==> src/rtl/xls_pkg.sv <==
package xls_pkg;

  typedef enum logic [1:0] {ST_IDLE, ST_REQ, ST_WAIT} xls_state_e;

  // count from two bytes, zero meaning the full 64 KiB
  function automatic int unsigned xls_count(input logic [7:0] lo, input logic [7:0] mid);
    int unsigned v;
    v = {16'd0, mid, lo};
    return (v == 0) ? 32'd65536 : v;
  endfunction

  // clip the count by the phase-dependent limit
  function automatic int unsigned xls_burst(input int unsigned cnt, input int plen,
                                            input logic cmd, input int unsigned cap);
    int unsigned lim;
    if (cmd)           lim = cap;
    else if (plen < 0) lim = unsigned'(-plen);
    else               lim = unsigned'(plen);
    return (cnt < lim) ? cnt : lim;
  endfunction

endpackage

==> src/rtl/xls_len_calc.sv <==
module xls_len_calc
  import xls_pkg::*;
#(
  parameter int LEN_W   = 24,
  parameter int CNT_W   = 17,
  parameter int CMD_CAP = 32
) (
  input  logic [7:0]              cnt_lo,
  input  logic [7:0]              cnt_mid,
  input  logic signed [LEN_W-1:0] phase_len,
  input  logic                    cmd_phase,
  output logic [CNT_W-1:0]        len,
  output logic                    to_dev,
  output logic                    zero_len
);
  int unsigned cnt_full;
  int          plen_i;

  always_comb begin
    cnt_full = xls_count(cnt_lo, cnt_mid);
    plen_i   = int'(phase_len);
    len      = CNT_W'(xls_burst(cnt_full, plen_i, cmd_phase, CMD_CAP));
    to_dev   = cmd_phase | phase_len[LEN_W-1];
    zero_len = (len == '0);
  end

  // command-phase bursts never exceed the cap
  always_comb begin
    if (cmd_phase) begin
      assert_cmd_cap_R2: assert (len <= CNT_W'(CMD_CAP));
    end
  end

endmodule

==> src/rtl/xls_sel_hold.sv <==
module xls_sel_hold (
  input  logic clk,
  input  logic rst_n,
  input  logic sel_req,
  input  logic dma_en,
  output logic sel_go
);
  logic pending_q;
  logic go_q;
  logic want;

  assign want   = pending_q | sel_req;
  assign sel_go = go_q;

  always_ff @(posedge clk) begin
    if (!rst_n) begin
      pending_q <= 1'b0;
      go_q      <= 1'b0;
    end else begin
      go_q      <= want & dma_en;
      pending_q <= want & ~dma_en;
    end
  end

  assert_sel_hold_R11: assert property (@(posedge clk) disable iff (!rst_n)
    (sel_req && !dma_en) |=> !sel_go);

  assert_sel_enabled_R11: assert property (@(posedge clk) disable iff (!rst_n)
    sel_go |-> $past(dma_en));

endmodule

==> src/rtl/xls_ctrl.sv <==
module xls_ctrl
  import xls_pkg::*;
#(
  parameter int          LEN_W   = 24,
  parameter int          CNT_W   = 17,
  parameter logic [7:0]  BS_CODE = 8'h10
) (
  input  logic                    clk,
  input  logic                    rst_n,
  input  logic                    start,
  input  logic [CNT_W-1:0]        calc_len,
  input  logic                    calc_to_dev,
  input  logic                    calc_zero,
  input  logic                    cmd_phase,
  input  logic signed [LEN_W-1:0] phase_len,
  input  logic                    dev_empty,
  input  logic                    burst_ack,
  input  logic [CNT_W-1:0]        ack_bytes,
  input  logic                    irq_clear,
  output logic                    burst_req,
  output logic [CNT_W-1:0]        burst_len,
  output logic                    burst_to_dev,
  output logic                    done,
  output logic                    irq,
  output logic                    tc_flag,
  output logic [7:0]              intr_reg,
  output logic signed [LEN_W-1:0] rem_len
);
  xls_state_e              state;
  logic [CNT_W-1:0]        left_q;
  logic                    to_dev_q;
  logic                    cmd_q;
  logic signed [LEN_W-1:0] rem_q;
  logic                    done_q, irq_q, tc_q;
  logic [7:0]              intr_q;

  // named internal events
  logic signed [LEN_W-1:0] ack_s;
  logic signed [LEN_W-1:0] rem_after;
  logic [CNT_W-1:0]        left_after;
  logic                    ack_take, finish_now, wake, complete;

  assign ack_s      = LEN_W'(ack_bytes);
  assign rem_after  = cmd_q ? rem_q : (to_dev_q ? rem_q + ack_s : rem_q - ack_s);
  assign left_after = left_q - ack_bytes;
  assign ack_take   = (state == ST_REQ) && burst_ack && !start;
  assign finish_now = ack_take &&
                      (!dev_empty || to_dev_q || (left_after != '0) || (rem_after == '0));
  assign wake       = (state == ST_WAIT) && !dev_empty && !start;
  assign complete   = finish_now || wake || (start && calc_zero);

  assign burst_req    = (state == ST_REQ) && !dev_empty;
  assign burst_len    = left_q;
  assign burst_to_dev = to_dev_q;
  assign done         = done_q;
  assign irq          = irq_q;
  assign tc_flag      = tc_q;
  assign intr_reg     = intr_q;
  assign rem_len      = rem_q;

  always_ff @(posedge clk) begin
    if (!rst_n) begin
      state    <= ST_IDLE;
      left_q   <= '0;
      to_dev_q <= 1'b0;
      cmd_q    <= 1'b0;
      rem_q    <= '0;
      done_q   <= 1'b0;
      irq_q    <= 1'b0;
      tc_q     <= 1'b0;
      intr_q   <= '0;
    end else begin
      done_q <= complete;
      if (start) begin
        to_dev_q <= calc_to_dev;
        cmd_q    <= cmd_phase;
        rem_q    <= phase_len;
        left_q   <= calc_len;
        tc_q     <= 1'b0;
        state    <= calc_zero ? ST_IDLE : ST_REQ;
      end else if (ack_take) begin
        rem_q  <= rem_after;
        left_q <= left_after;
        state  <= finish_now ? ST_IDLE : ST_WAIT;
      end else if (wake) begin
        state <= ST_IDLE;
      end
      if (complete) begin
        tc_q   <= 1'b1;
        irq_q  <= 1'b1;
        intr_q <= BS_CODE;
        left_q <= '0;
      end else if (irq_clear) begin
        irq_q  <= 1'b0;
        intr_q <= '0;
      end
    end
  end

  assert_tc_cleared_R4: assert property (@(posedge clk) disable iff (!rst_n)
    (start && !calc_zero) |=> !tc_flag);

  assert_done_regs_R9: assert property (@(posedge clk) disable iff (!rst_n)
    done |-> (tc_flag && irq && burst_len == '0 && intr_reg == BS_CODE));

  assert_req_nonzero_R5: assert property (@(posedge clk) disable iff (!rst_n)
    burst_req |-> (burst_len != '0));

  assert_dir_stable_R3: assert property (@(posedge clk) disable iff (!rst_n)
    (!start && state != ST_IDLE) |=> $stable(burst_to_dev));

  assert_wait_quiet_R8: assert property (@(posedge clk) disable iff (!rst_n)
    (state == ST_WAIT && dev_empty && !start) |=> (!done && !burst_req));

endmodule

==> src/rtl/xfer_len_seq.sv <==
module xfer_len_seq #(
  parameter int         LEN_W   = 24,
  parameter int         CNT_W   = 17,
  parameter int         CMD_CAP = 32,
  parameter logic [7:0] BS_CODE = 8'h10
) (
  input  logic                    clk,
  input  logic                    rst_n,
  input  logic                    start,
  input  logic [7:0]              cnt_lo,
  input  logic [7:0]              cnt_mid,
  input  logic signed [LEN_W-1:0] phase_len,
  input  logic                    cmd_phase,
  input  logic                    dma_en,
  input  logic                    sel_req,
  input  logic                    dev_empty,
  input  logic                    burst_ack,
  input  logic [CNT_W-1:0]        ack_bytes,
  input  logic                    irq_clear,
  output logic                    burst_req,
  output logic [CNT_W-1:0]        burst_len,
  output logic                    burst_to_dev,
  output logic                    done,
  output logic                    irq,
  output logic                    tc_flag,
  output logic [7:0]              intr_reg,
  output logic signed [LEN_W-1:0] rem_len,
  output logic                    sel_go
);
  logic [CNT_W-1:0] calc_len;
  logic             calc_to_dev;
  logic             calc_zero;

  xls_len_calc #(.LEN_W(LEN_W), .CNT_W(CNT_W), .CMD_CAP(CMD_CAP)) u_calc (
    .cnt_lo(cnt_lo), .cnt_mid(cnt_mid), .phase_len(phase_len), .cmd_phase(cmd_phase),
    .len(calc_len), .to_dev(calc_to_dev), .zero_len(calc_zero)
  );

  xls_ctrl #(.LEN_W(LEN_W), .CNT_W(CNT_W), .BS_CODE(BS_CODE)) u_ctrl (
    .clk(clk), .rst_n(rst_n), .start(start),
    .calc_len(calc_len), .calc_to_dev(calc_to_dev), .calc_zero(calc_zero),
    .cmd_phase(cmd_phase), .phase_len(phase_len), .dev_empty(dev_empty),
    .burst_ack(burst_ack), .ack_bytes(ack_bytes), .irq_clear(irq_clear),
    .burst_req(burst_req), .burst_len(burst_len), .burst_to_dev(burst_to_dev),
    .done(done), .irq(irq), .tc_flag(tc_flag), .intr_reg(intr_reg), .rem_len(rem_len)
  );

  xls_sel_hold u_sel (
    .clk(clk), .rst_n(rst_n), .sel_req(sel_req), .dma_en(dma_en), .sel_go(sel_go)
  );

endmodule

==> config.mk <==
export PLATFORM = sky130hd
export DESIGN_NAME = xfer_len_seq
export DESIGN_NICKNAME = d
export VERILOG_FILES = /design/src/rtl/xls_pkg.sv /design/src/rtl/xls_len_calc.sv /design/src/rtl/xls_sel_hold.sv /design/src/rtl/xls_ctrl.sv /design/src/rtl/xfer_len_seq.sv
export SDC_FILE = /design/constraint.sdc
export NUM_CORES = 1
export LEC_CHECK = 0
export ABC_AREA = 1
export BUFFER_PORTS_ARGS = -buffer_cell sky130_fd_sc_hd__buf_2
export CORE_ASPECT_RATIO = 1.75
export CORE_MARGIN = 3
export CORE_UTILIZATION = 25
export DETAILED_ROUTE_END_ITERATION = 10
export PLACE_DENSITY = 0.49
export SLEW_MARGIN = 20
export SYNTH_ARGS = -nofsm -noshare
export SYNTH_HDL_FRONTEND = slang
export SYNTH_HIERARCHICAL = 1
export SYNTH_SLANG_ARGS = --single-unit
==> constraint.sdc <==
create_clock -name clk -period 8.8 [get_ports clk]
set_input_delay 1.32 -clock clk [delete_from_list [all_inputs] [get_ports clk]]
set_output_delay 1.32 -clock clk [all_outputs]
set_load 0.005 [all_outputs]
==> out/metrics.cfg <==
[synthesis]
netlist_instances = 1353
ys_seq_elements = 50
ys_seq_area_share_pct = 13.6
synth_largest_area_cell = nand2_1
ys_top_cells_by_area = nand2_1, dfxtp_1, ha_1, inv_1, nand3_1
synth_edf_count = 0
synth.top_cell.area_share_pct = 24.5
synth_warnings = 6
synth_ff_type = dfxtp_1
synth.most_common_cell = nand2_1
ys_types = 43
synth_commonest_cells = nand2_1, inv_1, nor2_1
syn-cell-area_um2 = 7360
synthArstFlopShare_pct = 0
avgSynthCellArea_um2 = 5.44

[die]
die_h_um = 233
rows = 82
die_w_um = 136
io_pins = 121
start_util_pct = 25.5
core_um2 = 28800
dieArea_um2 = 31600

[place]
port_buffers = 113
placedCellCount = 1799
gp_congestion = 0.915
dpl.hpwl_um = 25800

[setup_path]
rr_startpoint = u_ctrl/burst_to_dev
r2r_cells = 24
r2r_end = u_ctrl/burst_len[3]
arrival_ns = 5.74
path_max_fanout = 17
ff2ff_setup_slack_ns = 4.36
max_stage_delay_ns = 0.89
worstSetupStartpointType = primary input
critPathKind = primary input to flip-flop
cp_slowest_cell = o31ai_1
end_kind = flip-flop
cp-startpoint = ack_bytes[1]
cpMostUsedCell = nand3_1
worstPathRequired_ns = 8.98

[global_route]
grt_max_degree = 48
antenna_found_initial = 0
grt_pass1_wl_um = 45600
grt_use_total_pct = 18.6
grt_pass1_vias = 8291
grt_overflow = 0

[clock_tree]
clk_pin_slew_ns = 0.07
htreeDepth = 2
postCtsSetupRepairBufs = 0
numCtsBuffers = 5
clockRootBuffer = clkbuf_16
cts_tree = done
clk_latency_ns = 0.29
holdBufCountCts = 0
clock_path_buffers = 2
cts_resized = 0
clock_sinks = 50

[finish]
drive_above_1_share_pct = 11.5
fin_cells = 1806
area_delta_synth_final_pct = 13.0
diodes = 0
nFillCells = 3380
multi_input_area_um2 = 5330
fin_nets = 1557
seqCellArea_um2 = 1000

[route]
detail_route.wl_per_cell_um = 16.4
ant_nets = 0
drc_errors = 0
drt-initial-drc-count = 425
viasPerCell = 4.71
drtPass1Iterations = 6
routed_wl_um = 29700
num_vias = 8509

[sta]
clock-skew-final_ns = 0.00847
finalCritPeriodShare_pct = 63.2
period_needed_ns = 5.56
slew_headroom_pct = 26.9
slew_viol_final = 0
setup-tns-final_ns = 0
finalHoldViolations = 0
setup_violations = 0
tightest_slew_ns = 1.09
rsz0062_at_grt = no
fmax_mhz = 180

[power]
power_density_nw_per_um2 = 114
p_leak_nw = 4.55
ir_drop_mv = 0.0782

[worst_hold_path]
min_path_cells = 2
worstHoldEndpoint = u_sel/sel_go
hold_path_startpoint = u_sel/pending_q
hp-class = flip-flop to flip-flop

[status]
run_status = finished clean

[run]
drv_cap = 0

[how the worst max path moves through the flow]
| stage | endpoint | slack (ns) | cells past startpoint |
|---|---|---|---|
| floorplan | u_ctrl/burst_len[9] | 4.31 | 29 |
| global placement | u_ctrl/burst_len[3] | 3.08 | 31 |
| detailed placement | u_ctrl/burst_len[14] | 2.95 | 32 |
| CTS | u_ctrl/burst_len[14] | 3.26 | 29 |
| global route | u_ctrl/burst_len[12] | 2.91 | 32 |
| finish | u_ctrl/burst_len[3] | 3.24 | 29 |
[stage by stage]
| stage | cell area [um2] | utilization, % | power, mW | worst slack (ns) | hold WS (ns) |
|---|---|---|---|---|---|
| after floorplan | 7380 | - | 0.598 | 4.31 | 0.422 |
| after global placement | 8180 | 28.4 | 0.760 | 3.08 | 0.429 |
| after detailed placement | 8180 | 28.4 | 0.761 | 2.95 | 0.443 |
| after CTS | 8320 | 28.9 | 0.958 | 3.26 | 0.459 |
| after global routing | 8320 | 28.9 | 1.03 | 2.91 | 0.489 |
| final | 8320 | 28.9 | 0.948 | 3.24 | 0.459 |
[power by group]
| group | switching, mW | internal, mW | leakage, nW |
|---|---|---|---|
| Clock | 0.0893 | 0.105 | 0.0701 |
| Combinational | 0.326 | 0.164 | 4.07 |
| Sequential | 0.0228 | 0.242 | 0.412 |
[critical path, delay by kind of cell]
family          cells  cell delay, ns
buf+inv             4            0.43
fa+ha+maj           2            0.60
simple gates       22            2.53
compound gates      1            0.89
[layout make-up]
class | count | share of cell area, %
clock buffers | 5 | 1.50
clock inverters | 2 | 0.165
inverters | 210 | 9.48
multi-input cells | 1045 | 64.1
flip-flops and latches | 50 | 12.0
well taps | 378 | 5.69
repair buffers | 116 | 7.07
[sequential cells by signal (all words and copies together) (netlist names)]
name / cells
u_ctrl/tc_flag: 1
u_ctrl/irq: 1
u_ctrl/cmd_q: 1
u_ctrl/rem_len: 24
u_sel/pending_q: 1
u_ctrl/burst_to_dev: 1
u_sel/sel_go: 1
u_ctrl/done: 1
u_ctrl/state: 2
u_ctrl/burst_len: 17
[per-layer routing]
| layer | vias up | routed length (um) | GRT usage (%) |
|---|---|---|---|
| li1 | 4416 | - | - |
| met1 | 3868 | 11100 | 19.7 |
| met2 | 178 | 16400 | 37.0 |
| met3 | 47 | 732 | 0.779 |
| met4 | 0 | 1370 | 8.01 |
| met5 | - | 0 | 0 |
[cells in the final DEF (no fill, tap or decap), types with 5 or more instances in the layout]
cell / netlist / layout
nand3_2: 5 / 5
a21oi_1: 51 / 51
nand3b_1: 18 / 18
conb_1: 1 / 7
dfxtp_1: 50 / 50
a31oi_1: 23 / 23
nand2_1: 480 / 480
o211ai_1: 11 / 11
inv_1: 201 / 201
xor2_1: 20 / 20
nand3_1: 102 / 102
nand2_2: 11 / 11
nor2_4: 6 / 6
nor2_2: 7 / 7
nand4_1: 18 / 18
inv_2: 7 / 7
o21ai_0: 34 / 34
buf_2: 7 / 113
clkbuf_16: 0 / 5
ha_1: 61 / 61
nor3_1: 16 / 16
nor4_1: 5 / 5
nor2_1: 135 / 135
[cell families (layout without fill, tap and decap cells)]
group / Yosys count / in the layout / synth area share, %
other: 1 / 7 / 0.0509
flip-flops: 50 / 50 / 13.6
XOR/XNOR: 24 / 24 / 2.86
buffers and inverters: 264 / 333 / 14.3
AO/OA/AOI/OAI: 141 / 141 / 11.1
adder cells (fa/ha/maj): 63 / 63 / 10.9
AND/OR/NAND/NOR: 810 / 810 / 47.2
Power figures use the tool's default switching activity.
